<file path="config.mk">
export PLATFORM = sky130hd
export DESIGN_NAME = burst_dma_chan
export DESIGN_NICKNAME = d
export VERILOG_FILES = /design/src/rtl/bdc_pkg.sv /design/src/rtl/bdc_req_qual.sv /design/src/rtl/bdc_lane_pack.sv /design/src/rtl/burst_dma_chan.sv
export SDC_FILE = /design/constraint.sdc
export NUM_CORES = 1
export LEC_CHECK = 0
export BUFFER_PORTS_ARGS = -buffer_cell sky130_fd_sc_hd__buf_2
export CAP_MARGIN = 20
export CELL_PAD_IN_SITES_DETAIL_PLACEMENT = 0
export CELL_PAD_IN_SITES_GLOBAL_PLACEMENT = 1
export CORE_ASPECT_RATIO = 0.8
export CORE_UTILIZATION = 35
export CTS_CLUSTER_SIZE = 28
export DETAILED_ROUTE_END_ITERATION = 6
export HOLD_SLACK_MARGIN = 0.05
export PLACE_DENSITY_LB_ADDON = 0.05
export SYNTH_ARGS = -nofsm -noshare
export SYNTH_HDL_FRONTEND = slang
export SYNTH_SLANG_ARGS = --single-unit
export TNS_END_PERCENT = 5
</file>
<file path="constraint.sdc">
create_clock -name clk -period 3.3 [get_ports clk]
set_input_delay 0.33 -clock clk [delete_from_list [all_inputs] [get_ports clk]]
set_output_delay 0.33 -clock clk [all_outputs]
set_load 0.02 [all_outputs]
</file>
<file path="src/rtl/bdc_pkg.sv">
package bdc_pkg;

  typedef enum logic [1:0] {
    ST_IDLE = 2'd0,
    ST_PER  = 2'd1,
    ST_MEM  = 2'd2,
    ST_DONE = 2'd3
  } bdc_state_e;

  // buffer length must cover exactly the burst in whole words
  function automatic logic len_matches(input logic [31:0] words, input logic [31:0] bytes);
    return (words != 32'd0) && (bytes == (words << 2));
  endfunction

  // index of the last peripheral access inside one word
  function automatic logic [1:0] last_beat_of(input logic wide);
    return wide ? 2'd1 : 2'd3;
  endfunction

  // little-endian lane insert: beat 0 lands in the lowest lane
  function automatic logic [31:0] lane_insert(input logic [31:0] w, input logic [15:0] d,
                                              input logic [1:0] beat, input logic wide);
    logic [31:0] r;
    r = w;
    if (wide) r[{beat[0], 4'b0000} +: 16] = d;
    else      r[{beat, 3'b000} +: 8]      = d[7:0];
    return r;
  endfunction

  function automatic logic [15:0] lane_extract(input logic [31:0] w, input logic [1:0] beat,
                                               input logic wide);
    if (wide) return w[{beat[0], 4'b0000} +: 16];
    return {8'h00, w[{beat, 3'b000} +: 8]};
  endfunction

endpackage

</file>
<file path="src/rtl/bdc_req_qual.sv">
module bdc_req_qual #(
  parameter int SYNC_STAGES = 2,
  parameter int MIN_HI      = 4,
  parameter int MAX_HI      = 20
) (
  input  logic clk,
  input  logic rst_n,
  input  logic req_async,
  input  logic busy,
  output logic qual,
  output logic too_long
);
  localparam int CW = $clog2(MAX_HI + 2);

  logic [SYNC_STAGES-1:0] sync_q;
  logic                   req_s, req_q, active;
  logic [CW-1:0]          hi_cnt;
  logic                   rise_idle, fall_seen, in_window, over_now;

  always_ff @(posedge clk or negedge rst_n) begin
    if (!rst_n) sync_q <= '0;
    else        sync_q <= {sync_q[SYNC_STAGES-2:0], req_async};
  end

  assign req_s     = sync_q[SYNC_STAGES-1];
  assign rise_idle = req_s && !req_q && !busy;
  assign fall_seen = active && !req_s;
  assign in_window = (hi_cnt >= CW'(MIN_HI)) && (hi_cnt <= CW'(MAX_HI));
  assign over_now  = active && req_s && (hi_cnt == CW'(MAX_HI));

  always_ff @(posedge clk or negedge rst_n) begin
    if (!rst_n) begin
      req_q    <= 1'b0;
      active   <= 1'b0;
      hi_cnt   <= '0;
      qual     <= 1'b0;
      too_long <= 1'b0;
    end else begin
      req_q    <= req_s;
      qual     <= fall_seen && in_window;
      too_long <= over_now;
      if (rise_idle) begin
        active <= 1'b1;
        hi_cnt <= CW'(1);
      end else if (active) begin
        if (!req_s) active <= 1'b0;
        else if (hi_cnt <= CW'(MAX_HI)) hi_cnt <= hi_cnt + 1'b1;
      end
    end
  end

  // a start is only ever signalled while the engine is idle
  p_qual_idle_r12: assert property (@(posedge clk) disable iff (!rst_n) qual |-> !busy);
  // one pulse cannot both qualify and overrun
  p_qual_excl_r4: assert property (@(posedge clk) disable iff (!rst_n) !(qual && too_long));
  // qualification follows the falling edge of the synchronized request
  p_qual_after_fall_r2: assert property (@(posedge clk) disable iff (!rst_n)
    qual |-> !req_q);
endmodule

</file>
<file path="src/rtl/bdc_lane_pack.sv">
module bdc_lane_pack
  import bdc_pkg::*;
(
  input  logic        clk,
  input  logic        rst_n,
  input  logic        start,
  input  logic        step,
  input  logic        capture,
  input  logic        load,
  input  logic [31:0] load_word,
  input  logic [15:0] per_in,
  input  logic        wide,
  output logic [31:0] word,
  output logic [15:0] per_out,
  output logic        last_beat
);
  logic [1:0] beat;

  assign last_beat = (beat == last_beat_of(wide));
  assign per_out   = lane_extract(word, beat, wide);

  always_ff @(posedge clk or negedge rst_n) begin
    if (!rst_n) begin
      beat <= 2'd0;
      word <= '0;
    end else begin
      if (start)     beat <= 2'd0;
      else if (step) beat <= last_beat ? 2'd0 : beat + 2'd1;
      if (load)                word <= load_word;
      else if (step && capture) word <= lane_insert(word, per_in, beat, wide);
    end
  end

  // halfword mode never walks past its second lane
  p_beat_half_r7: assert property (@(posedge clk) disable iff (!rst_n) wide |-> !beat[1]);
endmodule

</file>
<file path="src/rtl/burst_dma_chan.sv">
module burst_dma_chan
  import bdc_pkg::*;
#(
  parameter int BURST_W     = 5,
  parameter int LEN_W       = 8,
  parameter int AW          = 32,
  parameter int SYNC_STAGES = 2,
  parameter int REQ_MIN     = 4,
  parameter int REQ_MAX     = 20
) (
  input  logic               clk,
  input  logic               rst_n,
  input  logic               xfer_req_a,
  input  logic [BURST_W-1:0] cfg_burst,
  input  logic [LEN_W-1:0]   cfg_len,
  input  logic               cfg_wide,
  input  logic               cfg_to_mem,
  input  logic [AW-1:0]      cfg_base,
  output logic               per_rd,
  output logic               per_wr,
  output logic [15:0]        per_wdata,
  input  logic [15:0]        per_rdata,
  output logic               mem_req,
  output logic               mem_we,
  output logic [AW-1:0]      mem_addr,
  output logic [31:0]        mem_wdata,
  input  logic [31:0]        mem_rdata,
  input  logic               mem_gnt,
  output logic               done,
  output logic               err_long,
  output logic               err_cfg
);
  localparam int PADW = AW - BURST_W - 2;

  bdc_state_e         st;
  logic               qual, too_long, busy, cfg_good, start_ok;
  logic               per_step, mem_fire, last_beat, last_word;
  logic [BURST_W-1:0] burst_q, word_idx;
  logic               wide_q, to_mem_q;
  logic [AW-1:0]      base_q;
  logic [31:0]        word;

  assign busy     = (st != ST_IDLE);
  assign cfg_good = len_matches(32'(cfg_burst), 32'(cfg_len));
  assign start_ok = qual && cfg_good;
  assign per_step = (st == ST_PER);
  assign mem_fire = (st == ST_MEM) && mem_gnt;
  assign last_word = (word_idx == burst_q - 1'b1);

  assign per_rd    = per_step && to_mem_q;
  assign per_wr    = per_step && !to_mem_q;
  assign mem_req   = (st == ST_MEM);
  assign mem_we    = to_mem_q;
  assign mem_addr  = base_q + {{PADW{1'b0}}, word_idx, 2'b00};
  assign mem_wdata = word;
  assign done      = (st == ST_DONE);

  bdc_req_qual #(
    .SYNC_STAGES(SYNC_STAGES), .MIN_HI(REQ_MIN), .MAX_HI(REQ_MAX)
  ) u_qual (
    .clk(clk), .rst_n(rst_n), .req_async(xfer_req_a), .busy(busy),
    .qual(qual), .too_long(too_long)
  );

  bdc_lane_pack u_pack (
    .clk(clk), .rst_n(rst_n), .start(start_ok), .step(per_step),
    .capture(to_mem_q), .load(mem_fire && !to_mem_q), .load_word(mem_rdata),
    .per_in(per_rdata), .wide(wide_q), .word(word), .per_out(per_wdata),
    .last_beat(last_beat)
  );

  always_ff @(posedge clk or negedge rst_n) begin
    if (!rst_n) err_long <= 1'b0;
    else if (too_long) err_long <= 1'b1;
  end

  always_ff @(posedge clk or negedge rst_n) begin
    if (!rst_n) begin
      st       <= ST_IDLE;
      burst_q  <= '0;
      word_idx <= '0;
      wide_q   <= 1'b0;
      to_mem_q <= 1'b0;
      base_q   <= '0;
      err_cfg  <= 1'b0;
    end else begin
      case (st)
        ST_IDLE: begin
          if (qual) begin
            if (cfg_good) begin
              burst_q  <= cfg_burst;
              wide_q   <= cfg_wide;
              to_mem_q <= cfg_to_mem;
              base_q   <= cfg_base;
              word_idx <= '0;
              err_cfg  <= 1'b0;
              st       <= cfg_to_mem ? ST_PER : ST_MEM;
            end else begin
              err_cfg <= 1'b1;
            end
          end
        end
        ST_PER: begin
          if (last_beat) begin
            if (to_mem_q) st <= ST_MEM;
            else if (last_word) st <= ST_DONE;
            else begin
              word_idx <= word_idx + 1'b1;
              st       <= ST_MEM;
            end
          end
        end
        ST_MEM: begin
          if (mem_gnt) begin
            if (!to_mem_q) st <= ST_PER;
            else if (last_word) st <= ST_DONE;
            else begin
              word_idx <= word_idx + 1'b1;
              st       <= ST_PER;
            end
          end
        end
        default: st <= ST_IDLE;
      endcase
    end
  end

  // peripheral strobes are exclusive
  p_excl_strobe_r8: assert property (@(posedge clk) disable iff (!rst_n) !(per_rd && per_wr));
  // an ungranted memory request holds its command
  p_req_hold_r9: assert property (@(posedge clk) disable iff (!rst_n)
    (mem_req && !mem_gnt) |=> (mem_req && $stable(mem_addr) && $stable(mem_we) && $stable(mem_wdata)));
  // peripheral side waits for the memory side
  p_no_overlap_r10: assert property (@(posedge clk) disable iff (!rst_n)
    mem_req |-> !(per_rd || per_wr));
  // done is one cycle and followed by idle
  p_done_idle_r11: assert property (@(posedge clk) disable iff (!rst_n)
    done |=> (!done && !mem_req && !per_rd && !per_wr));
  // the overrun flag is sticky
  p_err_sticky_r3: assert property (@(posedge clk) disable iff (!rst_n) err_long |=> err_long);
  // a refused start makes no access and flags the error
  p_bad_cfg_r5: assert property (@(posedge clk) disable iff (!rst_n)
    (qual && !cfg_good) |=> (err_cfg && !mem_req && !per_rd && !per_wr));
endmodule

</file>
After elaboration in Yosys (flattened, before gate mapping). Index checks and enable logic that the tools add are counted.

Eq/ne operators: 13. Shift-type cells: 6. Order comparisons: 2. Reductions and logical operators: 31. $add $sub $neg: 7. Muxes and demuxes: 38.

Operators with widths (number): $mux 32 (3); $bwmux 32 (2); $mux 5 (11); $add 32x7->32 (1); $mux 16 (2); $shift 16x7->32 const A (1); $shift 8x7->32 const A (1); $shiftx 16x7->32 (1); $shiftx 32x6->16 (1); $shiftx 32x6->8 (1); $shiftx 8x7->32 (1); $mux 2 (11); $pmux 5 s3 (1); $neg 5->7 (2); $logic_and 1x1->1 (13); $reduce_bool 2->1 (6); $add 5x1->5 const B (2); $eq 8x7->1 (1); $ne 2x1->1 const B (4); $mux 1 (7); $reduce_and 7->1 (1); $pmux 2 s3 (1); $reduce_and 3->1 (2); $eq 5x5->1 (1); 15 further kinds (20).

Register bits after elaboration: 93. Bits of input ports: 99.

Longest topological paths before layout.
Depth in word-level cells: 6. Depth in mapped cells: 9.

By module. From an unflattened synthesis, not the netlist that was laid out.

Cell total of the unflattened synthesis: 556. Area, all modules: 5833.1 um^2.

Modules (own cells, without submodules): burst_dma_chan (area each 2942.8 um^2, instances 1, cells an instance 255); bdc_lane_pack (area each 2373.5 um^2, instances 1, cells an instance 252); bdc_req_qual (area each 516.7 um^2, instances 1, cells an instance 49).

Worst setup path after synthesis. OpenSTA, ideal clock, no wires.

Path type: register to output. Start point: register word_idx[0]. End point: output mem_addr[30]. Buffers on the path: 0. Slack: 0.656 ns. Arrival: 2.314 ns. Data required time: 2.970 ns. Stages on the path, launching flop included: 10. Path through: dfrtp_1 -> ha_1 -> inv_1 -> fa_1 -> nor2b_1 -> o21a_1 -> o21ai_0 -> a211oi_2 -> nand4_1 -> xnor2_1.

Cells in the longest elaborated chain, start to end: 1.

Ends and longest elaborated chain: from (decl) (RTL line burst_dma_chan.sv:38) `logic [BURST_W-1:0] burst_q, word_idx;`; from (signal assigned) (RTL line burst_dma_chan.sv:108) `word_idx <= word_idx + 1'b1;`; from (signal assigned) (RTL line burst_dma_chan.sv:118) `word_idx <= word_idx + 1'b1;`; $add 32x7->32 (RTL line burst_dma_chan.sv:54) `assign mem_addr = base_q + {{PADW{1'b0}}, word_idx, 2'b00};`; to (decl) (RTL line burst_dma_chan.sv:25) `output logic [AW-1:0] mem_addr,`.

No other way between the ends.

Worst setup path after layout. Ends and elaborated chain as after synthesis.

==> flow_summary.yaml <==
status:
  outcome: "complete, no violations"
sta:
  skew_ps: 7.21
  hold_viol_final: 0
  slew_viol_final: 0
  timing.fmax_mhz: 317
  setup_viol: 0
  max-slew-margin-rel_pct: 26.4
  tns_ps: 0
  rsz0062_at_grt: "true"
  fin_crit_sh_pct: 95.5
  tightest_slew_ps: 1090
  min_period_ps: 3150
logic_synthesis:
  synth_top_family_by_area: "simple AND/OR/NAND/NOR gates"
  netlist_instances: 571
  synthFlopType: "dfrtp_1"
  synth_xor_area_share_pct: 6.69
  synth-edff-count: 0
  netlist_area_mm2: 0.00563
  yosysTopAreaCellShare_pct: 41.3
  synth_largest_area_cell: "dfrtp_1"
  synth_most_common_cell: "dfrtp_1"
  synthMuxAreaShare_pct: 12.6
  synthTopCellsByArea: "dfrtp_1 41%, mux2_2 8.0%, xnor2_1 4.8%, mux2i_1 4.6%, ha_1 3.8%"
  ys_seq_area_share_pct: 41.3
  syn_nets: 688
  synth_fa_ha_area_share_pct: 4.13
  synth_top_cells_by_count: "93 x dfrtp_1, 50 x nand2_1, 45 x nor2_1, 40 x mux2_2, 31 x xnor2_1"
  avgSynthCellArea_um2: 9.86
  yosys.area_share.simple_pct: 16.8
  synth_compound_area_share_pct: 14.7
  synth.ff_latch_count: 93
  ys_warn_count: 0
  yosys.cell_types.count: 62
  async_reset_ff_share_pct: 100
worst_setup_path:
  crit_path_cell_trace: "ha_1 -> inv_1 -> fa_1 -> nor2b_1 -> o21a_1 -> o21ai_0 -> a211oi_2 -> buf_4 -> nand4_1 -> xnor2_1 -> buf_4"
  crit_buf_inv: 3
  path_class: "reg -> out"
  cpMostUsedCell: "buf_4"
  critPathCaptureType: "primary output"
  slowest_delay_ps: 440
  crit_family: "adder cells"
  start_kind: "flop"
  cp_max_fo: 6
  worstPathArrival_ps: 2820
  critPathSlowestCell: "dfrtp_2"
  critPathRequiredTime_ps: 2970
placed_design:
  gp_congestion: 0.795
  io_buffer_count: 185
  place_area_mm2: 0.00679
  dp_cells: 959
  place_hpwl_mm: 12.8
clock_tree:
  clock_latency_ps: 350
  cts_tree: "yes"
  cts_sinks: 93
  cts-root-buf: "clkbuf_16"
  cts_buffers: 9
  clockBufferDepth: 2
  clk_pin_slew_ps: 70
  htreeDepth: 3
grt:
  antenna_found_initial: 1
  grt_pass1_wl_mm: 26.1
  first_global_vias: 4867
  globalRouteOverflowTotal: 0
  grt_max_degree: 63
  track_usage_pct: 20.7
route:
  drcViolationCount: 0
  wl_mm: 16.9
  drtIter0Drc: 235
  antenna_left: 0
  avgViaCountPerCell: 5.09
  vias: 4976
  drt-wirelength-per-cell_um: 17.2
  dr.pass1.iters: 4
floorplanning:
  core-area_mm2: 0.0157
  dieArea_mm2: 0.0166
  num_rows: 41
  start_util_pct: 35.8
  die_h_um: 115
  die_w_um: 144
  io_pins: 186
power_and_ir_drop:
  p_per_area_mw_per_mm2: 770
  peakVddDrop_v: 0.000355
  p_leak_nw: 3.55
final_layout:
  drive_above_1_share_pct: 36.5
  area_growth_syn_to_layout_pct: 27.2
  final_core_util_pct: 45.5
  final_area_mm2: 0.00717
  final_cells: 978
  num-nets-final: 874
run:
  drv_cap: 0
worst_hold_path:
  worstHoldPathType: "in -> async"
==> cell families (layout without fill, tap and decap cells) <==
kind of cell / count (synthesis) / after routing
XOR/XNOR: 43 / 43
buffers and inverters: 46 / 237
AO/OA/AOI/OAI: 121 / 121
other: 0 / 1
multiplexers: 66 / 66
adder cells (fa/ha/maj): 18 / 18
AND/OR/NAND/NOR: 184 / 184
flip-flops: 93 / 93
==> area by class of cell <==
cell class | instances | area [µm²]
fillers | 1621 | 8580
clock buffers | 9 | 225
flip-flops and latches | 93 | 2330
multi-input cells | 432 | 3100
clock inverters | 7 | 123
inverters | 23 | 86.3
repair buffers | 198 | 1030
diodes | 1 | 2.50
well taps | 215 | 269
==> registers in the layout (all words and copies together), names as in the netlist <==
| signal | count |
|---|---|
| base_q | 32 |
| u_pack.word | 32 |
| burst_q | 5 |
| u_qual.hi_cnt | 5 |
| word_idx | 5 |
| st | 2 |
| u_pack.beat | 2 |
| u_qual.sync_q | 2 |
| err_cfg | 1 |
| err_long | 1 |
| mem_we | 1 |
| u_qual.active | 1 |
| u_qual.qual | 1 |
| u_qual.req_q | 1 |
| u_qual.too_long | 1 |
| wide_q | 1 |
==> placed cells by master, fill, tap and decap left out, types with 17 or more instances in the layout <==
cell     netlist  final
mux2_2        40     40
and3_1        18     18
dfrtp_1       93     92
nand2_1       50     50
nand3_1       19     19
inv_1         21     21
buf_2          7    183
mux2i_1       26     26
xnor2_1       31     31
ha_1          17     17
a21oi_1       26     26
o21ai_0       25     25
nor2_1        45     45
==> metrics by stage <==
step / hold WS (ps) / worst slack [ps] / total power [mW]
floorplan: 34.4 / 656 / 3.46
global placement: 338 / 415 / 4.29
detailed placement: 341 / 398 / 4.33
CTS: 68.2 / 9.76 / 5.58
global route: 74.1 / -53.6 / 5.94
finish: 39.0 / 150 / 5.52
==> power breakdown <==
group	internal, mW	switching (mW)	leakage (nW)
logic	0.988	1.61	2.21
clock network	0.745	0.476	0.162
registers	1.41	0.287	1.18
total	3.14	2.38	3.55
==> timing repair <==
item,CTS,global route
pin swaps,1,1
cloned,0,0
endpoints found under the hold margin,0,0
setup endpoints to repair,1,9
buffers inserted,0,2
resized for setup,0,4
hold buffers,0,0
==> final timing paths <==
kind	startpoint	end	slack, ps	cells after the start
worst max-delay path	word_idx[0]	mem_addr[30]	150	11
worst min-delay path	rst_n	burst_q[3]	40	1
worst max register to register	st[0]	u_pack.word[7]	640	7
worst min register to register	u_qual.sync_q[0]	u_qual.sync_q[1]	360	0
max in group asynchronous	rst_n	base_q[11]	2470	2
min in group clk	xfer_req_a	u_qual.sync_q[0]	90	1
==> metal layers <==
metal | vias up | wire, µm | track usage (%)
li1 | 2439 | - | -
met1 | 2413 | 8080 | 29.2
met2 | 106 | 7770 | 32.3
met3 | 16 | 823 | 4.59
met4 | 2 | 170 | 5.11
met5 | - | 13 | 0
(Power assumes the default switching activity.)
